`src/rtl/boot_cmd_pkg.sv`:
```
package boot_cmd_pkg;
  localparam logic [15:0] CODE_WRST = 16'h00F0;
  localparam logic [15:0] CODE_ARM  = 16'h00E0;
  localparam logic [15:0] CODE_ID   = 16'h0090;
  localparam logic [15:0] CODE_CONF = 16'h0000;

  typedef enum logic [2:0] {
    CMD_NONE,
    CMD_WRST,
    CMD_ARM,
    CMD_ID,
    CMD_LOAD
  } cmd_cls_e;
endpackage

```
`src/rtl/boot_win_decode.sv`:
```
module boot_win_decode #(
  parameter int unsigned AW = 16,
  parameter logic [AW-1:0] LO_BASE = 'h0000,
  parameter logic [AW-1:0] LO_LAST = 'h01FF,
  parameter logic [AW-1:0] HI_BASE = 'h8000,
  parameter logic [AW-1:0] HI_LAST = 'h800F
) (
  input  logic          wr_en_i,
  input  logic [AW-1:0] addr_i,
  output logic          hit_o
);
  logic in_lo, in_hi;
  assign in_lo = (addr_i >= LO_BASE) && (addr_i <= LO_LAST);
  assign in_hi = (addr_i >= HI_BASE) && (addr_i <= HI_LAST);
  assign hit_o = wr_en_i && (in_lo || in_hi);
endmodule

```
`src/rtl/boot_seq_fsm.sv`:
```
module boot_seq_fsm
  import boot_cmd_pkg::*;
#(
  parameter int unsigned DW = 16
) (
  input  logic          clk_i,
  input  logic          rst_ni,
  input  logic          hit_i,
  input  logic [DW-1:0] data_i,
  output cmd_cls_e      cls_o,
  output logic          armed_o
);
  logic armed_q;

  always_comb begin
    cls_o = CMD_NONE;
    if (hit_i) begin
      if (armed_q) begin
        // armed: any value disarms, only zero confirms
        if (data_i == CODE_CONF) cls_o = CMD_LOAD;
      end else begin
        unique case (data_i)
          CODE_WRST: cls_o = CMD_WRST;
          CODE_ARM:  cls_o = CMD_ARM;
          CODE_ID:   cls_o = CMD_ID;
          default:   cls_o = CMD_NONE;
        endcase
      end
    end
  end

  always_ff @(posedge clk_i or negedge rst_ni) begin
    if (!rst_ni)    armed_q <= 1'b0;
    else if (hit_i) armed_q <= (cls_o == CMD_ARM);
  end

  assign armed_o = armed_q;
endmodule

```
`src/rtl/boot_sector_calc.sv`:
```
module boot_sector_calc #(
  parameter int unsigned BLK_W = 13,
  parameter logic [BLK_W-1:0] DENSITY_MASK = 'h1000,
  localparam int unsigned SEC_W = BLK_W + 8
) (
  input  logic [15:0]      blk_i,
  input  logic [15:0]      page_i,
  output logic [SEC_W-1:0] sector_o
);
  logic [BLK_W-1:0] blk_field;

  assign blk_field = {{(BLK_W-12){1'b0}}, blk_i[11:0]} | (blk_i[15] ? DENSITY_MASK : '0);
  // page index and sector-in-page fill disjoint bit fields: sums collapse to wiring
  assign sector_o = {blk_field, page_i[7:2], page_i[1:0]};
endmodule

```
`src/rtl/boot_ld_port.sv`:
```
module boot_ld_port #(
  parameter int unsigned SEC_W = 21
) (
  input  logic             clk_i,
  input  logic             rst_ni,
  input  logic             req_i,
  input  logic [SEC_W-1:0] sector_i,
  input  logic             ready_i,
  output logic             issue_o,
  output logic             valid_o,
  output logic [SEC_W-1:0] sector_o
);
  logic             valid_q;
  logic [SEC_W-1:0] sector_q;

  assign issue_o = req_i && (!valid_q || ready_i);

  always_ff @(posedge clk_i or negedge rst_ni) begin
    if (!rst_ni) begin
      valid_q  <= 1'b0;
      sector_q <= '0;
    end else if (issue_o) begin
      valid_q  <= 1'b1;
      sector_q <= sector_i;
    end else if (ready_i) begin
      valid_q  <= 1'b0;
    end
  end

  assign valid_o  = valid_q;
  assign sector_o = sector_q;
endmodule

```
`src/rtl/boot_cmd_ctrl.sv`:
```
module boot_cmd_ctrl
  import boot_cmd_pkg::*;
#(
  parameter int unsigned BLK_W = 13,
  parameter logic [BLK_W-1:0] DENSITY_MASK = 'h1000,
  localparam int unsigned SEC_W = BLK_W + 8,
  localparam int unsigned DW = 16,
  localparam int unsigned ID_WORDS = 3
) (
  input  logic                   clk_i,
  input  logic                   rst_ni,
  input  logic                   wr_en_i,
  input  logic [15:0]            wr_addr_i,
  input  logic [15:0]            wr_data_i,
  input  logic [15:0]            blk_addr_i,
  input  logic                   pg_wr_i,
  input  logic [15:0]            pg_wdata_i,
  input  logic [15:0]            man_id_i,
  input  logic [15:0]            dev_id_i,
  input  logic [15:0]            wp_stat_i,
  input  logic                   ld_ready_i,
  output logic                   ld_valid_o,
  output logic [SEC_W-1:0]       ld_sector_o,
  output logic [15:0]            page_o,
  output logic                   armed_o,
  output logic                   warm_rst_o,
  output logic                   id_wr_o,
  output logic [ID_WORDS*DW-1:0] id_data_o
);
  logic             hit;
  cmd_cls_e         cls;
  logic [SEC_W-1:0] sector;
  logic             issue;
  logic [15:0]      page_q;
  logic             wrst_q, idwr_q;
  logic [ID_WORDS*DW-1:0] id_q;
  logic [ID_WORDS*DW-1:0] id_rec;

  boot_win_decode #(.AW(16)) u_dec (
    .wr_en_i (wr_en_i),
    .addr_i  (wr_addr_i),
    .hit_o   (hit)
  );

  boot_seq_fsm #(.DW(DW)) u_fsm (
    .clk_i   (clk_i),
    .rst_ni  (rst_ni),
    .hit_i   (hit),
    .data_i  (wr_data_i),
    .cls_o   (cls),
    .armed_o (armed_o)
  );

  boot_sector_calc #(.BLK_W(BLK_W), .DENSITY_MASK(DENSITY_MASK)) u_sec (
    .blk_i    (blk_addr_i),
    .page_i   (page_q),
    .sector_o (sector)
  );

  boot_ld_port #(.SEC_W(SEC_W)) u_port (
    .clk_i    (clk_i),
    .rst_ni   (rst_ni),
    .req_i    (cls == CMD_LOAD),
    .sector_i (sector),
    .ready_i  (ld_ready_i),
    .issue_o  (issue),
    .valid_o  (ld_valid_o),
    .sector_o (ld_sector_o)
  );

  // identification record: one zero-extended low byte per word
  logic [7:0] id_src [ID_WORDS];
  assign id_src[0] = man_id_i[7:0];
  assign id_src[1] = dev_id_i[7:0];
  assign id_src[2] = wp_stat_i[7:0];

  for (genvar w = 0; w < ID_WORDS; w++) begin : g_id
    assign id_rec[w*DW +: DW] = {{(DW-8){1'b0}}, id_src[w]};
  end

  always_ff @(posedge clk_i or negedge rst_ni) begin
    if (!rst_ni) begin
      page_q <= '0;
      wrst_q <= 1'b0;
      idwr_q <= 1'b0;
      id_q   <= '0;
    end else begin
      wrst_q <= (cls == CMD_WRST);
      idwr_q <= (cls == CMD_ID);
      if (cls == CMD_ID) id_q <= id_rec;
      if (pg_wr_i)                 page_q <= pg_wdata_i;
      else if (issue)              page_q <= {8'h00, page_q[7:0] + 8'd4};
      else if (cls == CMD_WRST)    page_q <= '0;
    end
  end

  assign page_o     = page_q;
  assign warm_rst_o = wrst_q;
  assign id_wr_o    = idwr_q;
  assign id_data_o  = id_q;
endmodule

```
`config.mk`:
```
export PLATFORM = sky130hd
export DESIGN_NAME = boot_cmd_ctrl
export DESIGN_NICKNAME = d
export VERILOG_FILES = /design/src/rtl/boot_cmd_pkg.sv /design/src/rtl/boot_win_decode.sv /design/src/rtl/boot_seq_fsm.sv /design/src/rtl/boot_sector_calc.sv /design/src/rtl/boot_ld_port.sv /design/src/rtl/boot_cmd_ctrl.sv
export SDC_FILE = /design/constraint.sdc
export NUM_CORES = 1
export LEC_CHECK = 0
export CAP_MARGIN = 20
export CORE_MARGIN = 2
export CORE_UTILIZATION = 35
export DETAILED_ROUTE_END_ITERATION = 10
export DONT_BUFFER_PORTS = 1
export GPL_ROUTABILITY_DRIVEN = 0
export SLEW_MARGIN = 20
export SYNTH_ARGS = -nofsm -noshare
export SYNTH_HDL_FRONTEND = slang
export SYNTH_SLANG_ARGS = --single-unit
```
`constraint.sdc`:
```
create_clock -name clk_i -period 2.3 [get_ports clk_i]
set_clock_uncertainty 0.1 [all_clocks]
set_input_delay 0.46 -clock clk_i [delete_from_list [all_inputs] [get_ports clk_i]]
set_output_delay 0.46 -clock clk_i [all_outputs]
set_load 0.02 [all_outputs]
```
=== Yosys cells after proc, flatten, opt, wreduce, memory -nomap -nowiden ===
Cells that the tools add are included.

* Add/subtract/negate cells: 1
* $mul: 0
* Divide/modulo/power cells: 0
* Magnitude comparators: 4
* Equality and inequality tests: 7
* Shift-type cells: 0
* Multiplexer cells: 10
* Bitwise logic cells: 1
* Reductions and logical operators: 10

{| class="wikitable"
|+ Operators by type and width
! kind !! number
|-
| $eq A16 B8 Y1 const B || 3
|-
| $mux W16 || 3
|-
| $ge A16 B1 Y1 const B || 1
|-
| $ge A16 B16 Y1 const B || 1
|-
| $le A16 B16 Y1 const B || 1
|-
| $le A16 B9 Y1 const B || 1
|-
| $logic_not A16 Y1 || 1
|-
| $mux W13 || 1
|-
| $or A12 B13 Y13 || 1
|-
| $mux W3 || 3
|-
| $add A8 B3 Y8 const B || 1
|-
| $eq A3 B2 Y1 const B || 2
|-
| $pmux W2 S3 || 1
|-
| $logic_and A1 B1 Y1 || 4
|-
| $eq A3 B1 Y1 const B || 1
|-
| $eq A3 B3 Y1 const B || 1
|-
| $reduce_bool A3 Y1 || 1
|-
| $logic_or A1 B1 Y1 || 2
|-
| $mux W1 || 2
|-
| $reduce_bool A2 Y1 || 1
|-
| $logic_not A1 Y1 || 1
|}

* Flip-flop bits (word level): 65
* Bits in latches: 0
* Memory bits (writable): 0
* ROM bits: 0
* Input port bits: 117
* Output and inout port bits: 89
* Word-level logic and storage cells: 40
* Memories: 0

=== Logic depth before layout (Yosys ltp) ===
Gate-level depths: netlist (run 1).

* Word-level depth: 9
* Depth in mapped cells: 6
* Mapped depth without buffers: 5

=== By module ===
A second synthesis (run 1) with hierarchy kept.

* Cell total of the unflattened synthesis: 265
* Area, all modules: 3216.8 µm²

{| class="wikitable"
|+ Modules (own cells, without submodules)
! module !! instances !! cells an instance !! area an instance (µm²) !! sequential area each (µm²)
|-
| boot_cmd_ctrl || 1 || 171 || 1946.9 || 1051.0
|-
| boot_ld_port || 1 || 49 || 915.9 || 550.5
|-
| boot_seq_fsm || 1 || 19 || 163.9 || 25.0
|-
| boot_sector_calc || 1 || 21 || 157.7 || 0.0
|-
| boot_win_decode || 1 || 5 || 32.5 || 0.0
|}

=== Least setup slack after synthesis (run 1) ===
OpenSTA, ideal clock, no wires.

* Kind: input to register
* Start point: input wr_addr_i[8]
* End point: register id_q[0] (netlist: id_data_o[0])
* Library setup time: 125 ps
* Arrival time: 2241 ps
* Required time: 2075 ps
* Path slack: -165 ps
* Cell stages on the path: 6
* Path buffers: 1
* Cell sequence: or4_4 o21ai_4 nand3_4 nor4_4 buf_6 mux2_2

* Longest elaborated chain between the ends: 6
* Elaborated cells on any way between the ends: 10
* Those cells by class: order compare (4); eq/ne (1); mux (1); reduce/logical (4)

{| class="wikitable"
|+ Ends and longest elaborated chain
! element !! RTL line !! text
|-
| from (decl) || boot_cmd_ctrl.sv:13 || <nowiki>input logic [15:0] wr_addr_i,</nowiki>
|-
| $ge A16 B1 Y1, or another cell as far along || boot_win_decode.sv:13 || <nowiki>assign in_lo = (addr_i >= LO_BASE) && (addr_i <= LO_LAST);</nowiki>
|-
| $logic_and A1 B1 Y1, on equally long branches || boot_win_decode.sv:13, boot_win_decode.sv:14 ||
|-
| $logic_or A1 B1 Y1 * || boot_win_decode.sv:15 || <nowiki>assign hit_o = wr_en_i && (in_lo || in_hi);</nowiki>
|-
| $logic_and A1 B1 Y1 * || boot_win_decode.sv:15 ||
|-
| $mux W3 * || boot_seq_fsm.sv:17 || <nowiki>if (hit_i) begin</nowiki>
|-
| $eq A3 B2 Y1 * || boot_cmd_ctrl.sv:90 || <nowiki>if (cls == CMD_ID) id_q <= id_rec;</nowiki>
|-
| to (signal assigned) || boot_cmd_ctrl.sv:90 ||
|-
| to (decl) || boot_cmd_ctrl.sv:36 || <nowiki>logic [ID_WORDS*DW-1:0] id_q;</nowiki>
|}

Mark *: on every way between the ends. The rest lies on a longest branch, timed or not.
A chain may end at the register's enable or synchronous reset.

=== Worst setup path in the final report (run 1) ===
* Start point: input wr_addr_i[8]
* End point: register id_q[36] (netlist: id_data_o[36])

Same word-level chain as after synthesis.

==> flow_summary.ini, run 1 <==
[setup_path]
timing.rr.start = u_fsm.armed_o
required_ns = 2.43
worst_setup_path_start_kind = primary input
crit_path_start = wr_addr_i[8]
cp_max_fo = 25
end_kind = flip-flop
worstPathArrival_ns = 2.15
r2r_slack_ns = 0.40
timing.setup.critical_path_class = primary input to flip-flop

[timing]
timing.final.hold_violations = 0
hold_ws_ns = 0.112
slew_viol_final = 0
fmax_mhz = 495
setup_viol = 0
post-route-period-util_pct = 87.8
rsz0062_at_grt = no
min_period_ns = 2.02

[cells_and_area]
finalNetCount = 360
syn2layout_area_growth_pct = 14.0
drive_above_1_share_pct = 32.1
finalNonFillerCells = 351
diodes = 0

[die]
io_pins = 206
core_um2 = 8090
start_util_pct = 35.7
dieArea_um2 = 9000
die_w_um = 94.9
rows = 33
dieHeight_um = 94.9

[yosys]
synth_seq_area_share_pct = 56.3
synth_compound_area_share_pct = 8.74
synth-edff-count = 0
synth-seq-cells = 65
synth_top_family_by_area = multiplexers
synth_mux_area_share_pct = 17.5
yosys.area_share.xor_xnor_pct = 0.303
avgSynthCellArea_um2 = 13.3
yosys.area_share.simple_pct = 8.83
synth_cell_types = 38
synth_fa_ha_area_share_pct = 0.433
synth_ff_type = dfrtp_1
syn_inst = 218
synth_area_um2 = 2890
yosysWarnings = 0
async_reset_ff_share_pct = 100

[power_and_ir_drop]
p_per_area_nw_per_um2 = 732
ir_drop_mv = 0.306
power_leakage_nw = 1.62

[global_routing]
gr-total-overflow = 0
grt_pass1_vias = 1851
grt_usage_pct = 14.5
antenna_found_initial = 0
grt_pass1_wl_um = 9540
grt_max_degree = 66

[detailed_routing]
drtIter0Drc = 84
dr.pass1.iters = 4
post_drt_wl_per_cell_um = 18.1
drc = 0
vias_per_cell = 5.15
drt_wl_total_um = 6340
ant_nets = 0
vias = 1806

[clock_tree]
cts_buffer_depth = 2
htreeDepth = 3
clock_sinks = 65
numCtsBuffers = 9
clkTransAtPathRegs_ns = 0.07
clock_latency_ns = 0.34
post_cts_resized = 0
root_buffer = clkbuf_8
cts_tree = yes

[job]
cap_violations = 0

[status]
status = completed

[placement]
placed_cells = 334
portBuffers = 0
dp_hpwl_um = 4860

[hold_path]
min_path_type = primary input to flip-flop
hold_start = wr_data_i[4]
## cells in the final DEF (no fill, tap or decap), types with 2 or more instances in the layout
cell type	instances
a211o_1	2
a22o_1	8
and2_1	3
and3_1	3
buf_4	18
bufinv_16	2
clkbuf_8	9
clkinv_4	2
conb_1	24
dfrtp_1	65
mux2_1	5
mux2_2	40
nand2_1	9
nand3_1	7
nand4_1	3
nor2_1	3
nor3_1	3
nor4_1	4
o211a_1	3
o211ai_1	3
o21ai_0	5
o31ai_1	2
o41ai_1	2
## critical path, cell delays in order
cell	delay [ns]
or4_4	0.55
o21ai_4	0.18
nand3_4	0.11
nor4_4	0.27
buf_12	0.22
mux2_2	0.35
## sequential cells by signal, indices dropped and copies added (netlist names)
register         flops
id_data_o           24
u_port.sector_o     21
page_o              16
id_wr_o              1
u_fsm.armed_o        1
u_port.valid_o       1
warm_rst_o           1
## routing by layer
metal / vias to the layer above / GRT usage, % / wire, um
met5: - / 0 / 0
met4: 0 / 6.88 / 115
met3: 8 / 5.51 / 661
met2: 118 / 24.1 / 3180
met1: 884 / 16.5 / 2380
li1: 796 / - / -
## repair_timing
| action | in CTS | in global routing |
|---|---|---|
| buffers inserted | 0 | 0 |
| hold endpoints to repair | 65 | 0 |
| hold buffers | 2 | 0 |
## kinds of logic after synthesis
family                     Yosys count
other                                1
buffers and inverters               32
adders and majority gates            1
xor gates and xnor gates             1
muxes                               45
and+or+nand+nor                     42
AOI/OAI and AO/OA                   31
DFF                                 65
## through the flow
stage | utilization (%) | total power (W) | setup WS (ns) | TNS [ns] | cell area (um^2)
after floorplan | - | 0.00136 | -0.165 | -3.14 | 2980
after global placement | 37.6 | 0.00134 | -0.0837 | -1.90 | 3040
after detailed placement | 37.6 | 0.00135 | -0.0931 | -2.05 | 3040
after CTS | 40.7 | 0.00245 | 0.286 | 0 | 3300
after global routing | 40.7 | 0.00253 | 0.228 | 0 | 3300
final | 40.7 | 0.00241 | 0.279 | 0 | 3300
## synth_stat cells (4+ instances only)
cell type	count	area, um^2
a22o_1	8	70.1
buf_4	24	180
clkbuf_1	5	18.8
dfrtp_1	65	1630
mux2_1	5	56.3
mux2_2	40	450
nand2_1	9	33.8
nand3_1	7	35.0
nor4_1	4	25.0
o21ai_0	5	25.0
## final timing paths
kind,endpoint,depth (start not counted)
worst min register to register,u_port.valid_o,2
worst max-delay path,id_data_o[36],6
worst max register to register,page_o[6],6
max in group asynchronous,u_port.sector_o[16],2
worst min-delay path,u_fsm.armed_o,1
min in group asynchronous,id_data_o[6],2
## report_power, final
| part | switching (W) | total [W] | internal, W |
|---|---|---|---|
| Combinational | 0.0000820 | 0.000125 | 0.0000435 |
| Sequential | 0.0000580 | 0.00122 | 0.00117 |
| Clock | 0.000452 | 0.00106 | 0.000610 |
## area by class of cell
cell class | count | area (um^2)
clock inverters | 6 | 91.3
repair buffers | 21 | 193
clock buffers | 9 | 124
flip-flops and latches | 65 | 1630
inverters | 1 | 3.75
well taps | 105 | 131
fillers | 786 | 4800
multi-input cells | 144 | 1130
Power figures use the tool's default switching activity.
==> inputs of run 2 (changes only) <==
--- a/config.mk
+++ b/config.mk
@@ -7,7 +7,7 @@
 export LEC_CHECK = 0
 export CAP_MARGIN = 20
 export CORE_MARGIN = 2
-export CORE_UTILIZATION = 35
+export CORE_UTILIZATION = 47
 export DETAILED_ROUTE_END_ITERATION = 10
 export DONT_BUFFER_PORTS = 1
 export GPL_ROUTABILITY_DRIVEN = 0
==> flow_summary.ini, run 2 (synthesized netlist as in run 1, its figures left out) <==
[clock_tree]
cts_hold_buf = 2
cts_setup_buffers = 0
clkTransAtPathRegs_ns = 0.07
post_cts_resized = 0
root_buffer = clkbuf_8
numCtsBuffers = 9
htreeDepth = 3
cts_buffer_depth = 2
cts_tree = yes
clock_sinks = 65
clock_latency_ns = 0.33

[job]
cap_violations = 0

[placement]
portBuffers = 0
dp_hpwl_um = 4400

[detailed_routing]
drtIter0Drc = 48
vias_per_cell = 5.54
post_drt_wl_per_cell_um = 18.3
dr.pass1.iters = 4
drt_wl_total_um = 5880
ant_nets = 0
vias = 1777
drc = 0

[setup_path]
worst-r2r-cell-count = 6
endpoint = page_o[9]
end_kind = flip-flop
critical-path-top-delay-family = simple AND/OR/NAND/NOR gates
cp_max_fo = 7
path_buf_inv = 1
required_ns = 2.41
critical_path_depth = 6
slowest_stage = or4_4
crit_path_start = wr_addr_i[8]
worst_setup_path_start_kind = primary input
timing.rr.start = u_fsm.armed_o
timing.setup.critical_path_class = primary input to flip-flop
r2r_slack_ns = 0.47
crit_chain = or4_4 > o21a_1 > nor3_1 > a21oi_1 > buf_4 > a22o_1
cp_slowest_stage_delay_ns = 0.53
r2r-end = page_o[7]
worstPathArrival_ns = 2.16

[timing]
timing.final.hold_violations = 0
setup_viol = 0
slew_viol_final = 0
hold_ws_ns = 0.128
setup-tns-final_ns = 0
fmax_mhz = 489
post-route-period-util_pct = 89.0
relSlewSlack_pct = 66.7
min_period_ns = 2.05
worst_pin_slew_ns = 0.495
rsz0062_at_grt = no

[cells_and_area]
syn2layout_area_growth_pct = 13.1
largest_reg_flops = 24
mostFrequentLayoutCells = dfrtp_1, mux2_2, conb_1
layout_commonest_cell = dfrtp_1
diodes = 0
fill_cells = 525
drive_above_1_share_pct = 30.9
finalNetCount = 359

[power_and_ir_drop]
cell_internal_pwr_w = 0.00188
power_frac_seq_pct = 50.6
switching_share_pct = 22.3
pwr-share-clk_pct = 44.2
ir_drop_mv = 0.394
pwr-share-comb_pct = 5.2
power_leakage_nw = 1.62
p_sw_w = 0.000539
p_per_area_nw_per_um2 = 741

[die]
rows = 28
die_w_um = 82.4
core_um2 = 5920
dieArea_um2 = 6800
io_pins = 206
start_util_pct = 48.8
dieHeight_um = 82.4

[hold_path]
hold_depth = 1
hold_start = wr_data_i[4]
min_path_type = primary input to flip-flop

[global_routing]
grt_pass1_vias = 1700
grt_pass1_wl_um = 8710
gr-total-overflow = 0
antenna_found_initial = 0
grt_max_degree = 66
grt_usage_pct = 17.8

[status]
status = completed
[run 2: layer usage]
layer | up-vias | wire length [um] | track usage, %
met4 | 0 | 75 | 7.00
li1 | 792 | - | -
met5 | - | 0 | 0
met3 | 6 | 725 | 8.59
met2 | 112 | 2790 | 26.7
met1 | 867 | 2290 | 22.1
[run 2: worst reg2reg max path: stages (launching register included)]
cell and delay [ns]:
dfrtp_1 0.38, nor2b_1 0.19, nand4_1 0.17, a2111oi_0 0.46
buf_4 0.20, o211ai_1 0.10, o211a_1 0.13
[run 2: per-stage QoR]
stage                     area, um^2  instances  setup slack [ns]  utilization [%]  total power [W]
after floorplan                 2980        241            -0.165                -          0.00136
final                           3270        321             0.253             55.2          0.00242
after detailed placement        3010        303           -0.0819             50.8          0.00135
after global placement          3010        303           -0.0718             50.8          0.00134
after CTS                       3270        321             0.277             55.2          0.00247
after global routing            3270        321             0.186             55.2          0.00254
[run 2: power groups by stage]
stage	Sequential [W]	Clock, W	Combinational, W
global route	0.00123	0.00117	0.000143
global placement	0.00125	0	0.0000957
detailed placement	0.00125	0	0.0000977
finish	0.00123	0.00107	0.000126
CTS	0.00123	0.00111	0.000128
floorplan	0.00124	0	0.000118
[run 2: area by class of cell]
cell class              instances  area, um^2  share of cell area, %
clock buffers                  14         163                   4.97
repair buffers                 20         198                   6.04
flip-flops and latches         65        1630                   49.7
clock inverters                 2        60.1                   1.84
inverters                       1        3.75                  0.115
multi-input cells             144        1130                   34.4
well taps                      75        93.8                   2.87
[run 2: worst min-delay path by stage]
stage / endpoint / slack, ns
floorplan: id_data_o[0] / 0.06
global placement: page_o[10] / 0.07
detailed placement: id_data_o[16] / 0.07
CTS: u_fsm.armed_o / 0.11
global route: page_o[1] / 0.10
finish: u_fsm.armed_o / 0.13
==> inputs of run 3 (changes only) <==
--- a/config.mk
+++ b/config.mk
@@ -11,6 +11,7 @@
 export DETAILED_ROUTE_END_ITERATION = 10
 export DONT_BUFFER_PORTS = 1
 export GPL_ROUTABILITY_DRIVEN = 0
+export PLACE_DENSITY = 0.71
 export SLEW_MARGIN = 20
 export SYNTH_ARGS = -nofsm -noshare
 export SYNTH_HDL_FRONTEND = slang
==> flow_summary.ini, run 3 (synthesized netlist as in run 1, its figures left out) <==
[setup_path]
worst_setup_path_start_kind = primary input
end_kind = flip-flop
crit_path_start = wr_addr_i[8]
required_ns = 2.42
critical-path-top-delay-family = simple AND/OR/NAND/NOR gates
cp_max_fo = 7
worst-r2r-cell-count = 6
slowest_stage = or4_4
worstPathArrival_ns = 2.15
r2r-end = page_o[7]
cp_slowest_stage_delay_ns = 0.55
r2r_slack_ns = 0.35
timing.setup.critical_path_class = primary input to flip-flop
timing.rr.start = u_fsm.armed_o
crit_chain = or4_4 > o21ai_4 > nand3_4 > nor4_4 > buf_4 > mux2_2
path_buf_inv = 1

[placement]
dp_hpwl_um = 4740
portBuffers = 0
post_dp_cell_area_um2 = 3000
placed_cells = 302
pre_cts_ws_ns = -0.0925

[power_and_ir_drop]
pwr-share-clk_pct = 47.4
ir_drop_mv = 0.396
p_sw_w = 0.000577
switching_share_pct = 22.4
cell_internal_pwr_w = 0.00199
power_leakage_nw = 1.63
power_frac_seq_pct = 47.8
p_per_area_nw_per_um2 = 780
power_w = 0.00257
pwr-share-comb_pct = 4.9

[global_routing]
grt_pass1_wl_um = 9140
gr-total-overflow = 0
antenna_found_initial = 0
grt_usage_pct = 18.9
grt_pass1_vias = 1863
grt_max_degree = 66

[die]
rows = 28
dieHeight_um = 82.4
core_um2 = 5920
start_util_pct = 48.8
io_pins = 206
dieArea_um2 = 6800
die_w_um = 82.4

[cells_and_area]
design_area_um2 = 3290
layout_commonest_cell = dfrtp_1
mostFrequentLayoutCells = dfrtp_1, mux2_2, conb_1
syn2layout_area_growth_pct = 13.9
finalNonFillerCells = 320
diodes = 0
largest_reg_flops = 24
drive_above_1_share_pct = 31.4
finalNetCount = 358

[detailed_routing]
ant_nets = 0
drc = 0
drtIter0Drc = 88
drt_wl_total_um = 6340
vias = 1820
post_drt_wl_per_cell_um = 19.8
vias_per_cell = 5.69
dr.pass1.iters = 4

[clock_tree]
root_buffer = clkbuf_8
cts_tree = yes
htreeDepth = 3
numCtsBuffers = 9
clkTransAtPathRegs_ns = 0.07
cts_buffer_depth = 2
clock_latency_ns = 0.33
clock_sinks = 65

[hold_path]
min_to = u_fsm.armed_o
hold_depth = 1
hold_start = wr_data_i[4]
min_path_type = primary input to flip-flop

[timing]
worst_pin_slew_ns = 0.496
setup_viol = 0
rsz0062_at_grt = no
timing.final.hold_violations = 0
post-route-period-util_pct = 88.3
timing.final.ws_setup_ns = 0.269
relSlewSlack_pct = 66.6
setup-tns-final_ns = 0
slew_viol_final = 0
min_period_ns = 2.03
fmax_mhz = 492

[status]
status = completed

[job]
cap_violations = 0
-- run 3: cell count changes in the layout (fill, tap and decap cells not counted) --
cell and change:
clkinv_4 +1, clkbuf_1 -2, bufinv_16 +1, buf_4 -1
-- run 3: what timing repair did --
item	CTS	global route
hold endpoints to repair	65	0
buffers inserted	0	0
resized for setup	0	0
hold buffers	2	0
-- run 3: layout make-up --
type | instances | area (um^2)
multi-input cells | 144 | 1130
repair buffers | 19 | 190
well taps | 75 | 93.8
clock buffers | 12 | 155
fillers | 494 | 2630
inverters | 1 | 3.75
flip-flops and latches | 65 | 1630
clock inverters | 4 | 98.8
-- run 3: worst max path at each step --
stage	end	slack, ns	cells after the start
floorplan	id_data_o[0]	-0.17	6
CTS	id_data_o[19]	0.27	6
global placement	id_data_o[36]	-0.06	6
detailed placement	id_data_o[19]	-0.09	6
global route	id_data_o[36]	0.21	6
finish	id_data_o[19]	0.27	6
-- run 3: through the flow --
step / utilization, % / hold slack, ns
after floorplan: - / 0.0644
after global placement: 50.7 / 0.0655
after detailed placement: 50.7 / 0.0656
after CTS: 55.6 / 0.0946
after global routing: 55.6 / 0.0988
final: 55.6 / 0.111
-- run 3: power groups by stage --
stage	sequential, W	combinational [W]	clock (W)
detailed placement	0.00125	0.0000968	0
floorplan	0.00124	0.000118	0
CTS	0.00123	0.000127	0.00125
global route	0.00123	0.000141	0.00130
global placement	0.00125	0.0000948	0
finish	0.00123	0.000125	0.00122
-- run 3: per-layer routing --
metal	track usage [%]	part of all wire, %
met5	0	0
met4	8.67	1.9
met3	7.39	9.5
met2	31.4	52
met1	21.3	37
